File: src/rtl/cmdfd_pkg.sv
package cmdfd_pkg;
    localparam logic [7:0] OP_RESET = 8'h00;
    localparam logic [7:0] OP_RUN   = 8'h01;
    localparam logic [7:0] OP_IDENT = 8'h02;
    localparam logic [7:0] OP_META  = 8'h04;
    localparam logic [7:0] OP_DIV   = 8'h80;
    localparam logic [7:0] OP_SIZE  = 8'h81;
    localparam logic [7:0] OP_FLAGS = 8'h82;

    typedef enum logic [2:0] {
        S_OPC,
        S_ARG1,
        S_ARG2,
        S_ARG3,
        S_ARG4
    } frame_state_t;
endpackage

File: src/rtl/cmdfd_framer.sv
module cmdfd_framer
    import cmdfd_pkg::*;
#(
    parameter int BYTE_W = 8,
    parameter int ARG_BYTES = 4
) (
    input  logic                          clk,
    input  logic                          rst_n,
    input  logic                          rx_valid,
    input  logic [BYTE_W-1:0]             rx_byte,
    output logic                          cfg_we,
    output logic [BYTE_W-1:0]             cfg_op,
    output logic [ARG_BYTES*BYTE_W-1:0]   cfg_arg,
    output logic                          run_pulse,
    output logic                          reset_pulse,
    output logic                          meta_req,
    output logic                          id_go
);
    localparam int ARG_W = ARG_BYTES * BYTE_W;

    frame_state_t state, nxt;
    logic         long_op;

    assign long_op = rx_byte[BYTE_W-1];

    // state register
    always_ff @(posedge clk) begin
        if (!rst_n) state <= S_OPC;
        else        state <= nxt;
    end

    // transitions: open, collect, close, stay
    always_comb begin
        nxt = state;
        unique case (state)
            S_OPC:  if (rx_valid && long_op) nxt = S_ARG1;
            S_ARG1: if (rx_valid) nxt = S_ARG2;
            S_ARG2: if (rx_valid) nxt = S_ARG3;
            S_ARG3: if (rx_valid) nxt = S_ARG4;
            S_ARG4: if (rx_valid) nxt = S_OPC;
            default: nxt = S_OPC;
        endcase
    end

    // outputs: strobes, opcode latch, argument shifter
    always_ff @(posedge clk) begin
        if (!rst_n) begin
            cfg_we      <= 1'b0;
            cfg_op      <= '0;
            cfg_arg     <= '0;
            run_pulse   <= 1'b0;
            reset_pulse <= 1'b0;
            meta_req    <= 1'b0;
            id_go       <= 1'b0;
        end else begin
            cfg_we      <= 1'b0;
            run_pulse   <= 1'b0;
            reset_pulse <= 1'b0;
            meta_req    <= 1'b0;
            id_go       <= 1'b0;
            if (rx_valid) begin
                if (state == S_OPC) begin
                    if (long_op) begin
                        cfg_op <= rx_byte;
                    end else begin
                        reset_pulse <= (rx_byte == OP_RESET);
                        run_pulse   <= (rx_byte == OP_RUN);
                        id_go       <= (rx_byte == OP_IDENT);
                        meta_req    <= (rx_byte == OP_META);
                    end
                end else begin
                    // first argument byte ends up least significant
                    cfg_arg <= {rx_byte, cfg_arg[ARG_W-1:BYTE_W]};
                    cfg_we  <= (state == S_ARG4);
                end
            end
        end
    end
endmodule

File: src/rtl/cmdfd_idtx.sv
module cmdfd_idtx #(
    parameter int BYTE_W = 8,
    parameter int N_CHARS = 4,
    parameter logic [N_CHARS*BYTE_W-1:0] ID_STR = 32'h4F4C5331
) (
    input  logic              clk,
    input  logic              rst_n,
    input  logic              start,
    input  logic              abort,
    input  logic              tx_ready,
    output logic              tx_valid,
    output logic [BYTE_W-1:0] tx_byte
);
    localparam int IDX_W = (N_CHARS > 1) ? $clog2(N_CHARS) : 1;
    localparam logic [IDX_W-1:0] LAST = IDX_W'(N_CHARS - 1);

    logic             busy;
    logic [IDX_W-1:0] idx;

    always_ff @(posedge clk) begin
        if (!rst_n) begin
            busy <= 1'b0;
            idx  <= '0;
        end else if (abort) begin
            busy <= 1'b0;
        end else if (start) begin
            busy <= 1'b1;
            idx  <= '0;
        end else if (busy && tx_ready) begin
            if (idx == LAST) busy <= 1'b0;
            else             idx  <= idx + 1'b1;
        end
    end

    assign tx_valid = busy;
    assign tx_byte  = ID_STR[idx*BYTE_W +: BYTE_W];
endmodule

File: src/rtl/cmdfd_cfgregs.sv
module cmdfd_cfgregs
    import cmdfd_pkg::*;
#(
    parameter int BYTE_W = 8,
    parameter int ARG_W = 32,
    parameter int DIV_W = 24,
    parameter int CNT_W = 16,
    parameter int GROUPS = 4
) (
    input  logic              clk,
    input  logic              rst_n,
    input  logic              we,
    input  logic [BYTE_W-1:0] op,
    input  logic [ARG_W-1:0]  arg,
    output logic [DIV_W-1:0]  div_value,
    output logic [CNT_W-1:0]  read_m1,
    output logic [CNT_W-1:0]  delay_m1,
    output logic              flag_demux,
    output logic              flag_filter,
    output logic              flag_rle,
    output logic [GROUPS-1:0] grp_en
);
    localparam int GRP_LSB = 2;
    localparam int RLE_BIT = 8;

    logic [GROUPS-1:0] grp_off;

    always_ff @(posedge clk) begin
        if (!rst_n) begin
            div_value   <= '0;
            read_m1     <= '0;
            delay_m1    <= '0;
            flag_demux  <= 1'b0;
            flag_filter <= 1'b0;
            flag_rle    <= 1'b0;
            grp_off     <= '0;
        end else if (we) begin
            if (op == OP_DIV) div_value <= arg[DIV_W-1:0];
            if (op == OP_SIZE) begin
                read_m1  <= arg[ARG_W-1 -: CNT_W];
                delay_m1 <= arg[CNT_W-1:0];
            end
            if (op == OP_FLAGS) begin
                flag_demux  <= arg[0];
                flag_filter <= arg[1];
                flag_rle    <= arg[RLE_BIT];
                grp_off     <= arg[GRP_LSB +: GROUPS];
            end
        end
    end

    for (genvar g = 0; g < GROUPS; g++) begin : g_grp
        assign grp_en[g] = ~grp_off[g];
    end
endmodule

File: src/rtl/cmd_frame_decoder.sv
module cmd_frame_decoder #(
    parameter int BYTE_W = 8,
    parameter int ARG_BYTES = 4,
    parameter int DIV_W = 24,
    parameter int CNT_W = 16,
    parameter int GROUPS = 4
) (
    input  logic                        clk,
    input  logic                        rst_n,
    input  logic                        rx_valid,
    input  logic [BYTE_W-1:0]           rx_byte,
    input  logic                        tx_ready,
    output logic                        tx_valid,
    output logic [BYTE_W-1:0]           tx_byte,
    output logic                        cfg_we,
    output logic [BYTE_W-1:0]           cfg_op,
    output logic [ARG_BYTES*BYTE_W-1:0] cfg_arg,
    output logic                        run_pulse,
    output logic                        reset_pulse,
    output logic                        meta_req,
    output logic [DIV_W-1:0]            div_value,
    output logic [CNT_W-1:0]            read_m1,
    output logic [CNT_W-1:0]            delay_m1,
    output logic                        flag_demux,
    output logic                        flag_filter,
    output logic                        flag_rle,
    output logic [GROUPS-1:0]           grp_en
);
    localparam int ARG_W = ARG_BYTES * BYTE_W;

    logic id_go;

    cmdfd_framer #(.BYTE_W(BYTE_W), .ARG_BYTES(ARG_BYTES)) u_framer (
        .clk(clk), .rst_n(rst_n), .rx_valid(rx_valid), .rx_byte(rx_byte),
        .cfg_we(cfg_we), .cfg_op(cfg_op), .cfg_arg(cfg_arg),
        .run_pulse(run_pulse), .reset_pulse(reset_pulse),
        .meta_req(meta_req), .id_go(id_go)
    );

    cmdfd_idtx #(.BYTE_W(BYTE_W)) u_idtx (
        .clk(clk), .rst_n(rst_n), .start(id_go), .abort(reset_pulse),
        .tx_ready(tx_ready), .tx_valid(tx_valid), .tx_byte(tx_byte)
    );

    cmdfd_cfgregs #(
        .BYTE_W(BYTE_W), .ARG_W(ARG_W), .DIV_W(DIV_W),
        .CNT_W(CNT_W), .GROUPS(GROUPS)
    ) u_cfg (
        .clk(clk), .rst_n(rst_n), .we(cfg_we), .op(cfg_op), .arg(cfg_arg),
        .div_value(div_value), .read_m1(read_m1), .delay_m1(delay_m1),
        .flag_demux(flag_demux), .flag_filter(flag_filter),
        .flag_rle(flag_rle), .grp_en(grp_en)
    );
endmodule

File: config.mk
export PLATFORM = sky130hd
export DESIGN_NAME = cmd_frame_decoder
export DESIGN_NICKNAME = d
export VERILOG_FILES = /design/src/rtl/cmdfd_pkg.sv /design/src/rtl/cmdfd_framer.sv /design/src/rtl/cmdfd_idtx.sv /design/src/rtl/cmdfd_cfgregs.sv /design/src/rtl/cmd_frame_decoder.sv
export SDC_FILE = /design/constraint.sdc
export NUM_CORES = 1
export LEC_CHECK = 0
export BUFFER_PORTS_ARGS = -buffer_cell sky130_fd_sc_hd__buf_2
export CORE_UTILIZATION = 30
export DETAILED_ROUTE_END_ITERATION = 7
export PLACE_DENSITY = 0.5
export RECOVER_POWER = 100
export SLEW_MARGIN = 20
export SYNTH_ARGS = -nofsm -noshare
export SYNTH_HDL_FRONTEND = slang
export SYNTH_SLANG_ARGS = --single-unit
File: constraint.sdc
create_clock -name clk -period 4.7 [get_ports clk]
set_input_delay 0.94 -clock clk [delete_from_list [all_inputs] [get_ports clk]]
set_output_delay 0.94 -clock clk [all_outputs]
set_load 0.01 [all_outputs]
[Word level (Yosys, flattened, before mapping)]
Cells that the tools add are included.
Storage, ports and cells
  register bits after elaboration: 114
  output and inout port bits: 116
  logic and storage cells: 73
Cells by class
  $add $sub $neg: 1
  eq/ne operators: 17
  shifts and indexed selects: 1
  muxes and demuxes: 12
  bitwise operators: 8
  reduce and logical (&&, ||, !) cells: 17
Operators by type and width (count)
  indexed part select 32 x 6 -> 8 bit, first input constant: 1
  == test 8 bit, second input constant: 3
  2-to-1 mux 3 bit: 5
  case mux 3 bit (5 select lines): 1
  != test 2 bit, second input constant: 5
  AND reduction 2 bit: 5
  == test 8 x 1 -> 1 bit, second input constant: 1
  == test 8 x 2 -> 1 bit, second input constant: 1
  == test 8 x 3 -> 1 bit, second input constant: 1
  zero test 8 bit: 1
  NOT 1 bit: 8
  == test 3 x 2 -> 1 bit, second input constant: 2
  2-to-1 mux 2 bit: 3
  AND reduction 3 bit: 2
  AND reduction 5 bit: 1
  nonzero test 2 bit: 2
  OR reduction 4 bit: 1
  == test 3 x 1 -> 1 bit, second input constant: 1
  == test 3 bit, second input constant: 1
  zero test 3 bit: 1
  2-to-1 mux 1 bit: 3
  OR reduction 3 bit: 1
  adder 2 x 1 -> 2 bit, second input constant: 1
  == test 2 bit, second input constant: 1
  3 further kinds: 4

[Longest topological paths before layout]
Gate-level depths: netlist of the first run.
  word-level depth: 4
  mapped depth: 5

[Cells and area by module]
Synthesis of the first run repeated with hierarchy kept, for this count alone.
Unflattened totals
  cell total of the unflattened synthesis: 469
  area total of the unflattened synthesis: 4496.8 um^2
By module, submodules not included
  cmdfd_cfgregs: times used 1, cells an instance 249, area each 2458.6 um^2, seq. area each 1261.2 um^2
  cmdfd_framer: times used 1, cells an instance 193, area each 1804.2 um^2, seq. area each 960.9 um^2
  cmdfd_idtx: times used 1, cells an instance 27, area each 234.0 um^2, seq. area each 60.1 um^2

[Worst setup path after synthesis of the first run]
Ideal clock, no wire load.
  kind: input port to flip-flop
  from: in rx_valid
  to: reg u_framer.meta_req
  data arrival time: 2.257 ns
  data required time: 4.639 ns
  setup slack: 2.382 ns
  stages on the path: 5
  path buffers: 2
  path through: clkbuf_1 > or3b_2 > clkbuf_1 > nor4_1 > and4b_1
On the way
  longest elaborated chain between the ends: 2
RTL lines
  from (decl): RTL line cmd_frame_decoder.sv:10  | input logic rx_valid,
  NOT 1 bit (no line)
  OR reduction 4 bit (no line)
  to (signal assigned): RTL line cmdfd_framer.sv:69  | meta_req <= (rx_byte == OP_META);
  to (decl): RTL line cmdfd_framer.sv:16  | output logic meta_req,
Every way passes these cells.
A chain may end at the register's enable or synchronous reset.

[Final worst setup path of the first run]
  from: reg u_framer.cfg_op[4]
  to: reg u_cfg.div_value[9]
On the way
  longest elaborated chain between the ends: 2
RTL lines
  from (decl): RTL line cmdfd_framer.sv:12  | output logic [BYTE_W-1:0] cfg_op,
  from (signal assigned): RTL line cmdfd_framer.sv:64  | cfg_op <= rx_byte;
  == test 8 bit: RTL line cmdfd_cfgregs.sv:38  | if (op == OP_DIV) div_value <= arg[DIV_W-1:0];
  AND reduction 2 bit (no line)
  to (signal assigned): RTL line cmdfd_cfgregs.sv:38
  to (decl): RTL line cmdfd_cfgregs.sv:15  | output logic [DIV_W-1:0] div_value,
Every way passes these cells.

==> run_results.csv, run 1 <==
group,metric,value,unit
global_routing,grt_util_met1,20.4,%
timing,finalSetupViolCount,0,
power,leakagePower,2.02,nW
clock_network,path_clk_slew,0.05,ns
synthesis,yosysTopAreaCellShare,52.0,%
global_routing,grt_antenna_before_repair,0,
route,via_per_inst,4.71,
route,ant_nets,0,
layout,nets,618,
global_routing,track_usage,16.0,%
clock_network,cts_root_buf,"clkbuf_16",
die,rows,43,
global_routing,grt_pass1_vias,3454,
timing,fin_tns_setup,0,ns
synthesis,yosys.area.top_type,"dfxtp_1",
critical_path,crit_chain,"or4b_1, nor4_4, clkbuf_1, mux2i_1",
clock_network,cts_resized,0,
clock_network,cts_sinks,114,
timing,period_needed,3.23,ns
synthesis,ys_types,38,
clock_network,postCtsSetupRepairBufs,0,
layout,final-instance-count-excl-fill,793,
hold_path,hp-class,"register to register",
global_routing,met3_usage,5.03,%
run_status,violations,"capacitance limit, slew limit",
timing,period_share,68.8,%
synthesis,syn_inst,490,
layout,fillers,1511,
synthesis,synth_flop_cell,"dfxtp_1",
critical_path,setup.worst_path.class,"register to register",
placement,portBuffers,126,
clock_network,cts_made_buffers,17,
timing,max_freq,309,MHz
synthesis,synth-seq-area-share,52.0,%
power,p_switching,0.480,mW
synthesis,synth-edff-count,0,
power,switching_share,21.0,%
run,maxCapViolations,3,
layout,n_antenna_cell,0,
hold_path,hp-start,"u_cfg.div_value[18]",
timing,whs,0.455,ns
die,die_y,123,um
clock_network,cts_max_level,4,
global_routing,grt_overflow,0,
die,die_area,15100,sq um
route,drc,0,
critical_path,cp-start-kind,"register",
critical_path,crit_arrival,3.44,ns
critical_path,critPathLaunch,"u_framer.cfg_op[4]",
power,power,2.29,mW
synthesis,syn_nets,506,
critical_path,slowest_stage,"clkbuf_1",
clock_network,ctsHoldBuffers,0,
global_routing,grtUsageMet2,24.3,%
clock_network,cts_tree,"done",
timing,fin_skew,0.00761,ns
power,power_frac_clock,53.3,%
route,wl_per_cell,14.8,um
critical_path,end_kind,"register",
placement,dpl.hpwl,8.16,mm
global_routing,grt_busiest_layer,"met2",
power,power.density,414,nW/um^2
die,initial_core_util,31.1,%
synthesis,ys_seq_elements,114,
timing,hold_viol,0,
synthesis,yosys_warnings,0,
route,vias,3738,
power,p_seq_share,43.3,%
die,io_pins,128,
critical_path,slowest_delay,1.43,ns
critical_path,crit_family,"buffers and inverters",
synthesis,synth_area_per_cell,8.96,sq um
synthesis,ys_top_cells_by_area,"dfxtp_1 52%, mux2i_1 13%, nand2_1 13%",
timing,drv_slew,101,
global_routing,grt_max_degree,60,
synthesis,syn_area,4390,sq um
placement,gp_congestion,0.741,
route,drt-pass1-iter-count,4,
timing,rsz0062_at_grt,"no",
timing,worstMarginPinSlew,1.97,ns
die,die_width,123,um
placement,placed_cells,763,
synthesis,async_flop_share,0,%
route,first_iter_violations,204,
layout,drive_gt1_share,7.18,%
critical_path,r2r-start,"u_framer.cfg_op[4]",
layout,synthToLayoutAreaGrowth,25.9,%
die,core_area,14100,sq um
critical_path,cp.required,4.90,ns
timing,relSlewSlack,-31.2,%
global_routing,grt_pass1_wl,18.0,mm
clock_network,worst_skew_pair.late_latency,0.41,ns
power,ir_worst_vdd,0.267,mV
critical_path,cp_max_fo,24,
power,p_int,1.81,mW
route,totalWireLength,11.8,mm
power,p_comb_share,3.4,%
clock_network,clockBufferDepth,2,
run_status,status,"finished, violations left",
critical_path,critPathBufInv,1,
power groups by stage:
stage               combinational, mW  clock, mW  sequential [mW]
finish                         0.0779       1.22            0.989
global route                   0.0866       1.30            0.989
CTS                            0.0810       1.25            0.988
detailed placement             0.0805          0             1.01
global placement               0.0789          0             1.01
floorplan                      0.0523          0             1.01
worst register-to-register path, delay by kind of cell (launching register included):
| family | cells | cell delay [ns] |
|---|---|---|
| mux | 1 | 0.25 |
| flops | 1 | 0.33 |
| simple gates | 2 | 1.03 |
| buf+inv | 1 | 1.43 |
logic make-up after synthesis:
| kind of cell | Yosys count | synth area share (%) |
|---|---|---|
| compound gates | 70 | 8.64 |
| xor+xnor | 1 | 0.200 |
| fa+ha+maj | 4 | 1.14 |
| buf+inv | 47 | 4.62 |
| flops | 114 | 52.0 |
| mux | 57 | 13.0 |
| other cells | 1 | 0.0854 |
| simple gates | 196 | 20.3 |
cells in the mapped netlist (2+ instances only):
cell type,number
buf_2,3
a21oi_1,52
nor2b_1,2
nor3_1,3
nand2_1,148
nor4_1,2
and4b_1,2
nand3_1,9
buf_6,2
ha_1,4
nor2_1,3
o31ai_1,9
nand4_1,8
nand4b_1,2
buf_1,2
dfxtp_1,114
buf_4,2
nand2b_1,4
mux2i_1,57
and3_1,2
clkbuf_1,27
or3b_2,2
o21ai_0,7
inv_1,10
per-layer routing:
layer  wire, um  vias to the layer above
li1           -                     1880
met5          0                        -
met3        846                       20
met4        222                        0
met1       5520                     1721
met2       5170                      117
area by class of cell:
type | instances | area [sq um] | area share (%)
clock buffers | 24 | 482 | 8.71
clock inverters | 6 | 80.1 | 1.45
inverters | 11 | 41.3 | 0.747
multi-input cells | 329 | 1910 | 34.6
flip-flops and latches | 114 | 2280 | 41.3
well taps | 180 | 225 | 4.07
repair buffers | 129 | 503 | 9.10
metrics by stage:
stage / utilization [%] / instance area (sq um) / setup slack [ns]
after floorplan: - / 4390 / 2.38
after global placement: 36.3 / 5120 / 2.23
after detailed placement: 36.3 / 5120 / 2.11
after CTS: 40.3 / 5680 / 2.20
after global routing: 39.2 / 5530 / 1.27
final: 39.2 / 5530 / 1.47
path summary, 6_finish.rpt:
check,cells after the start,slack [ns],to
setup / recovery,4,1.47,u_cfg.div_value[9]
hold / removal,2,0.46,u_cfg.div_value[18]
setup reg to reg,4,1.47,u_cfg.div_value[9]
hold reg to reg,2,0.46,u_cfg.div_value[18]
cells in the final DEF (no fill, tap or decap), types with 9 or more instances in the layout:
cell type and count:
clkbuf_16 17, inv_1 11, buf_2 9, nand3_1 10, clkbuf_1 122, a21oi_1 52
mux2i_1 57, nand2_1 148, dfxtp_1 114
flip-flops by register name, indices dropped and copies added, names as in the netlist, 2 cells and up:
register and count:
u_cfg.delay_m1 16, u_cfg.div_value 24, u_cfg.grp_off 4, u_cfg.read_m1 16, u_framer.cfg_arg 32, u_framer.cfg_op 8
u_framer.state 3, u_idtx.idx 2
Note: power is estimated with default switching activity, not from simulation.
==> inputs of run 2 (changes only) <==
==> constraint.sdc (replaced) <==
create_clock -name clk -period 3.15 [get_ports clk]
set_input_delay 0.63 -clock clk [delete_from_list [all_inputs] [get_ports clk]]
set_output_delay 0.63 -clock clk [all_outputs]
set_load 0.01 [all_outputs]
==> run 2 against run 1 <==
Against the previous run:
- the flow still finishes with violations (capacitance limit, slew limit)
- count of clock-buffer cells in the layout down 1
- register-to-register slack worse by 0.77 ns
- largest power group unchanged
- worst setup slack worse by 0.77 ns
- die area unchanged
- critical endpoint is now u_cfg.div_value[22]
- worst hold slack better by 0.0044 ns
- sequential power up 49%
- sequential cell count unchanged
- total power up 59%
- global-route usage up 0.47 points
- first-iteration DRC count down 13%
- highest routed layer unchanged
- sequential share of layout area down 0.63 points
- largest cell class unchanged
==> run_results.csv, run 2 (synthesized netlist as in run 1, its figures left out) <==
group,metric,value,unit
run_status,status,"finished, violations left",
run_status,violations,"capacitance limit, slew limit",
layout,finalInstanceArea,5610,sq um
power,ir_worst_vdd,0.399,mV
global_routing,grt_max_degree,69,
layout,largest_reg_flops,32,
critical_path,crit_arrival,2.78,ns
critical_path,slowest_stage,"clkbuf_2",
placement,gp_congestion,0.838,
die,io_pins,128,
critical_path,setup.worst_path.class,"register to register",
run,maxCapViolations,1,
layout,top_regs,"u_framer.cfg_arg (32), u_cfg.div_value (24)",
clock_network,clockBufferDepth,2,
placement,pre_cts_ws,1.07,ns
global_routing,grt_overflow,0,
clock_network,postCtsSetupRepairBufs,0,
layout,final_cell_mix,"148 x nand2_1, 119 x clkbuf_1, 114 x dfxtp_1",
placement,portBuffers,126,
die,rows,43,
timing,fin_skew,0.00555,ns
clock_network,cts_root_buf,"clkbuf_16",
layout,largest-register,"u_framer.cfg_arg",
placement,placed_area,5150,sq um
placement,dpl.hpwl,8.28,mm
clock_network,cts_max_level,4,
die,die_area,15100,sq um
layout,nets,622,
clock_network,cts_made_buffers,17,
die,die_width,123,um
timing,drv_slew,51,
timing,period_needed,2.46,ns
clock_network,ctsHoldBuffers,0,
critical_path,cp-start-kind,"register",
route,totalWireLength,12.0,mm
route,first_iter_violations,177,
global_routing,track_usage,16.4,%
route,drt-pass1-iter-count,4,
hold_path,hp-class,"register to register",
timing,period_share,78.0,%
layout,final_common_cell,"nand2_1",
critical_path,crit_chain,"or4b_1, nor4_1, clkbuf_2, mux2i_1",
clock_network,cts_resized,0,
timing,max_freq,407,MHz
layout,drive_gt1_share,8.40,%
die,die_y,123,um
global_routing,grt_pass1_vias,3554,
timing,rsz0062_at_grt,"no",
critical_path,cp_max_fo,24,
global_routing,grt_pass1_wl,18.5,mm
critical_path,slowest_delay,0.73,ns
timing,worstMarginPinSlew,1.60,ns
clock_network,worst_skew_pair.late_latency,0.41,ns
route,drc,0,
route,vias,3763,
die,core_area,14100,sq um
power,leakagePower,2.08,nW
critical_path,cp.required,3.47,ns
critical_path,end_kind,"register",
layout,synthToLayoutAreaGrowth,27.9,%
route,via_per_inst,4.71,
timing,hold_viol,0,
timing,fin_tns_setup,0,ns
timing,finalSetupViolCount,0,
route,wl_per_cell,15.1,um
timing,relSlewSlack,-6.91,%
route,ant_nets,0,
timing,final.setup.worst_slack,0.693,ns
power,power.density,646,nW/um^2
die,initial_core_util,31.1,%
clock_network,cts_sinks,114,
clock_network,cts_tree,"done",
layout,n_antenna_cell,0,
global_routing,grt_antenna_before_repair,0,
clock_network,path_clk_slew,0.05,ns
## run 2: cell types whose count changed in the layout (fill, tap and decap cells not counted), moves of 2 or more
cell / previous run / this run
clkbuf_1: 122 / 119
bufinv_16: 2 / 4
buf_4: 2 / 5
clkbuf_2: 0 / 2
## run 2: area by class of cell
| class | count | area, sq um |
|---|---|---|
| clock buffer | 23 | 478 |
| clock inverter | 9 | 151 |
| fill | 1510 | 8480 |
| inverter | 11 | 41.3 |
| multi-input combinational | 329 | 1900 |
| sequential | 114 | 2280 |
| tap | 180 | 225 |
| timing repair buffer | 133 | 533 |
## run 2: routing by layer
layer  up-vias  routed length (um)  track usage, %
li1       1880                   -               -
met1      1772                5890            22.0
met2        98                5350            24.7
met3        13                 611            4.20
met4         0                 182            7.47
met5         -                   0               0
## run 2: through the flow
stage / power, mW / utilization (%) / hold WS (ns) / cells
final: 3.63 / 39.8 / 0.460 / 799
after global placement: 1.62 / 36.5 / 0.446 / 767
after CTS: 3.67 / 41.0 / 0.462 / 799
after floorplan: 1.58 / - / 0.439 / 490
after global routing: 3.75 / 39.8 / 0.471 / 799
after detailed placement: 1.62 / 36.5 / 0.452 / 767
## run 2: critical path: cells and delay by family (launching register included)
family | cells | cell delay [ns]
buffers and inverters | 1 | 0.73
multiplexers | 1 | 0.28
AND/OR/NAND/NOR | 2 | 1.00
flip-flops | 1 | 0.33
## run 2: path summary, 6_finish.rpt
kind / from / end / slack (ns) / cells after the start
worst max-delay path: u_framer.cfg_op[4] / u_cfg.div_value[22] / 0.69 / 4
worst min-delay path: u_cfg.div_value[2] / u_cfg.div_value[2] / 0.46 / 2
worst min register to register: u_cfg.div_value[2] / u_cfg.div_value[2] / 0.46 / 2
worst max register to register: u_framer.cfg_op[4] / u_cfg.div_value[22] / 0.69 / 4
## run 2: where the power goes
group	switching [mW]	total, mW	internal (mW)
Clock	0.652	2.04	1.38
Combinational	0.0878	0.117	0.0292
Sequential	0.0179	1.47	1.46
Total	0.757	3.63	2.87
==> inputs of run 3 (changes only) <==
--- a/config.mk
+++ b/config.mk
@@ -5,10 +5,11 @@
 export SDC_FILE = /design/constraint.sdc
 export NUM_CORES = 1
 export LEC_CHECK = 0
+export ABC_AREA = 1
 export BUFFER_PORTS_ARGS = -buffer_cell sky130_fd_sc_hd__buf_2
 export CORE_UTILIZATION = 30
 export DETAILED_ROUTE_END_ITERATION = 7
-export PLACE_DENSITY = 0.5
+export PLACE_DENSITY = 0.51
 export RECOVER_POWER = 100
 export SLEW_MARGIN = 20
 export SYNTH_ARGS = -nofsm -noshare
==> constraint.sdc (replaced) <==
create_clock -name clk -period 2 [get_ports clk]
set_input_delay 0.4 -clock clk [delete_from_list [all_inputs] [get_ports clk]]
set_output_delay 0.4 -clock clk [all_outputs]
set_load 0.01 [all_outputs]
==> run 3 against run 2 <==
Against the previous run:
- the run now ends clean
- clock skew rose by 0.0020 ns
- worst setup slack got worse by 0.41 ns
- sequential cell count did not move
- non-clock buffer count did not move
- critical endpoint is now tx_byte[6]
- largest power group unchanged
- combinational power rose to 3.6 times the previous value
- first-iteration DRC count rose by 20%
- critical path type is now register to primary output
==> run_results.csv, run 3 <==
group,metric,value,unit
layout,ff_latch_area,2280,sq um
timing,drv_slew,0,
synthesis,syn_area,4850,sq um
placement,gp_congestion,0.761,
global_routing,grtUsageMet2,25.4,%
clock_network,cts_sinks,114,
die,initial_core_util,30.7,%
clock_network,cts_max_level,4,
global_routing,grt_antenna_before_repair,0,
layout,final_cell_mix,"158 x nand2_1, 144 x inv_1, 127 x nor2_1",
global_routing,track_usage,16.1,%
timing,period_share,85.6,%
synthesis,syn_nets,728,
global_routing,grt_busiest_layer,"met2",
critical_path,r2r-start,"u_framer.cfg_op[1]",
synthesis,syn_inst,712,
route,totalWireLength,13.0,mm
run_status,status,"finished clean",
layout,finalInstanceArea,6080,sq um
global_routing,grt_util_met1,20.1,%
global_routing,met3_usage,5.70,%
critical_path,cp-start-kind,"register",
synthesis,synth-edff-count,0,
route,vias,4420,
critical_path,critPathLaunch,"u_idtx.idx[0]",
timing,relSlewSlack,53.6,%
timing,max_freq,584,MHz
timing,fin_skew,0.00757,ns
synthesis,ys_seq_elements,114,
clock_network,path_clk_slew,0.05,ns
critical_path,crit_arrival,1.31,ns
synthesis,synth_area_per_cell,6.81,sq um
power,leakagePower,2.81,nW
route,drc,0,
clock_network,clockBufferDepth,2,
synthesis,synth-seq-area-share,47.0,%
die,rows,46,
placement,dpl.hpwl,8.77,mm
layout,drive_gt1_share,6.40,%
layout,largest_reg_flops,32,
die,die_width,129,um
power,ir_worst_vdd,0.680,mV
timing,worstMarginPinSlew,0.696,ns
clock_network,cts_tree,"done",
critical_path,regToRegSetupSlack,0.39,ns
die,die_area,16700,sq um
global_routing,grt_pass1_wl,20.4,mm
run,maxCapViolations,0,
layout,largest-register,"u_framer.cfg_arg",
layout,synthToLayoutAreaGrowth,25.3,%
critical_path,regToRegEndpoint,"u_cfg.read_m1[2]",
timing,hold_viol,0,
synthesis,yosysTopAreaCellShare,47.0,%
placement,placed_area,5630,sq um
clock_network,cts_made_buffers,17,
critical_path,cp.required,1.60,ns
route,drt-pass1-iter-count,5,
layout,nets,847,
layout,fillers,1782,
die,die_y,129,um
synthesis,yosys_warnings,0,
critical_path,end_kind,"primary output",
critical_path,rr_worst_depth,8,
global_routing,grt_pass1_vias,4080,
critical_path,cp_max_fo,5,
route,wl_per_cell,12.3,um
synthesis,yosys-top-cells-count,"156 x nand2_1, 143 x inv_1, 127 x nor2_1",
clock_network,worst_skew_pair.late_latency,0.41,ns
timing,fin_tns_setup,0,ns
layout,n_antenna_cell,0,
timing,period_needed,1.71,ns
power,power.density,998,nW/um^2
clock_network,cts_root_buf,"clkbuf_16",
critical_path,setup.worst_path.class,"register to primary output",
die,io_pins,128,
timing,finalSetupViolCount,0,
synthesis,yosysMostFrequentCell,"nand2_1",
timing,rsz0062_at_grt,"no",
hold_path,hp-class,"primary input to register",
synthesis,yosys.area.top_type,"dfxtp_1",
layout,multi_input_area,1800,sq um
route,ant_nets,0,
synthesis,ys_top_cells_by_area,"dfxtp_1 47%, nand2_1 12%, inv_1 11%",
die,core_area,15800,sq um
layout,top_regs,"u_framer.cfg_arg (32), u_cfg.div_value (24)",
route,first_iter_violations,212,
route,via_per_inst,4.17,
clock_network,ctsHoldBuffers,0,
synthesis,synth_flop_cell,"dfxtp_1",
global_routing,grt_overflow,0,
global_routing,grt_max_degree,73,
layout,final_common_cell,"nand2_1",
synthesis,ys_types,24,
clock_network,cts_resized,0,
synthesis,async_flop_share,0,%
placement,portBuffers,126,
clock_network,postCtsSetupRepairBufs,0,
critical_path,crit_path_end,"tx_byte[6]",
[run 3: cell count changes after synthesis, moves of 9 or more]
cell / change
mux2i_1: -57
clkbuf_1: -23
a21oi_1: -13
o31ai_1: -9
nand3_1: +34
nor2_1: +124
o21ai_0: +20
inv_1: +133
[run 3: cell type report]
cell class	count	share of cell area, %
clock buffers	22	7.63
clock inverters	10	2.57
inverters	145	8.95
multi-input cells	420	29.6
flip-flops and latches	114	37.5
well taps	216	4.44
repair buffers	133	9.28
[run 3: critical path, cell delays in order, from the launching register on]
cell and delay, ns:
dfxtp_1 0.37, inv_1 0.12, ha_1 0.22, inv_1 0.05, clkbuf_1 0.14
[run 3: worst min-delay path by stage]
stage | endpoint | slack, ns | depth (start not counted) | start
floorplan | u_framer.state[2] | 0.48 | 2 | u_framer.state[2]
global placement | u_idtx.tx_valid | 0.47 | 1 | u_framer.reset_pulse
detailed placement | u_idtx.tx_valid | 0.46 | 1 | u_framer.reset_pulse
CTS | u_framer.run_pulse | 0.25 | 3 | rx_byte[0]
global route | u_framer.cfg_arg[28] | 0.27 | 3 | rx_byte[4]
finish | u_framer.run_pulse | 0.26 | 3 | rx_byte[0]
[run 3: metal layers]
| layer | vias to the layer above | share of wire, % |
|---|---|---|
| met5 | - | 0 |
| met4 | 0 | 1.4 |
| met3 | 16 | 6.3 |
| met2 | 97 | 44 |
| met1 | 1949 | 48 |
| li1 | 2358 | - |
[run 3: metrics by stage]
step	total power, mW	hold slack (ns)	std cells	setup WS [ns]	utilization [%]
4_1_cts	6.17	0.248	1060	0.300	39.5
3_3_place_gp	2.95	0.468	1028	0.659	35.5
3_5_place_dp	2.95	0.462	1028	0.624	35.5
6_report	6.07	0.263	1060	0.288	38.4
2_1_floorplan	2.76	0.476	712	0.777	-
5_1_grt	6.29	0.267	1060	0.118	38.4
[run 3: report_power, final]
group          switching, mW  internal (mW)  total, mW
Clock                   1.05           2.14       3.19
Combinational          0.295          0.129      0.424
Sequential            0.0990           2.35       2.45
[run 3: kinds of logic (layout without fill, tap and decap cells)]
logic type | count (synthesis) | after routing | synth area share, %
compound gates | 73 | 73 | 7.58
fa+ha+maj | 4 | 4 | 1.03
buf+inv | 178 | 310 | 15.8
flops | 114 | 114 | 47.0
other cells | 1 | 1 | 0.0773
simple gates | 342 | 342 | 28.5
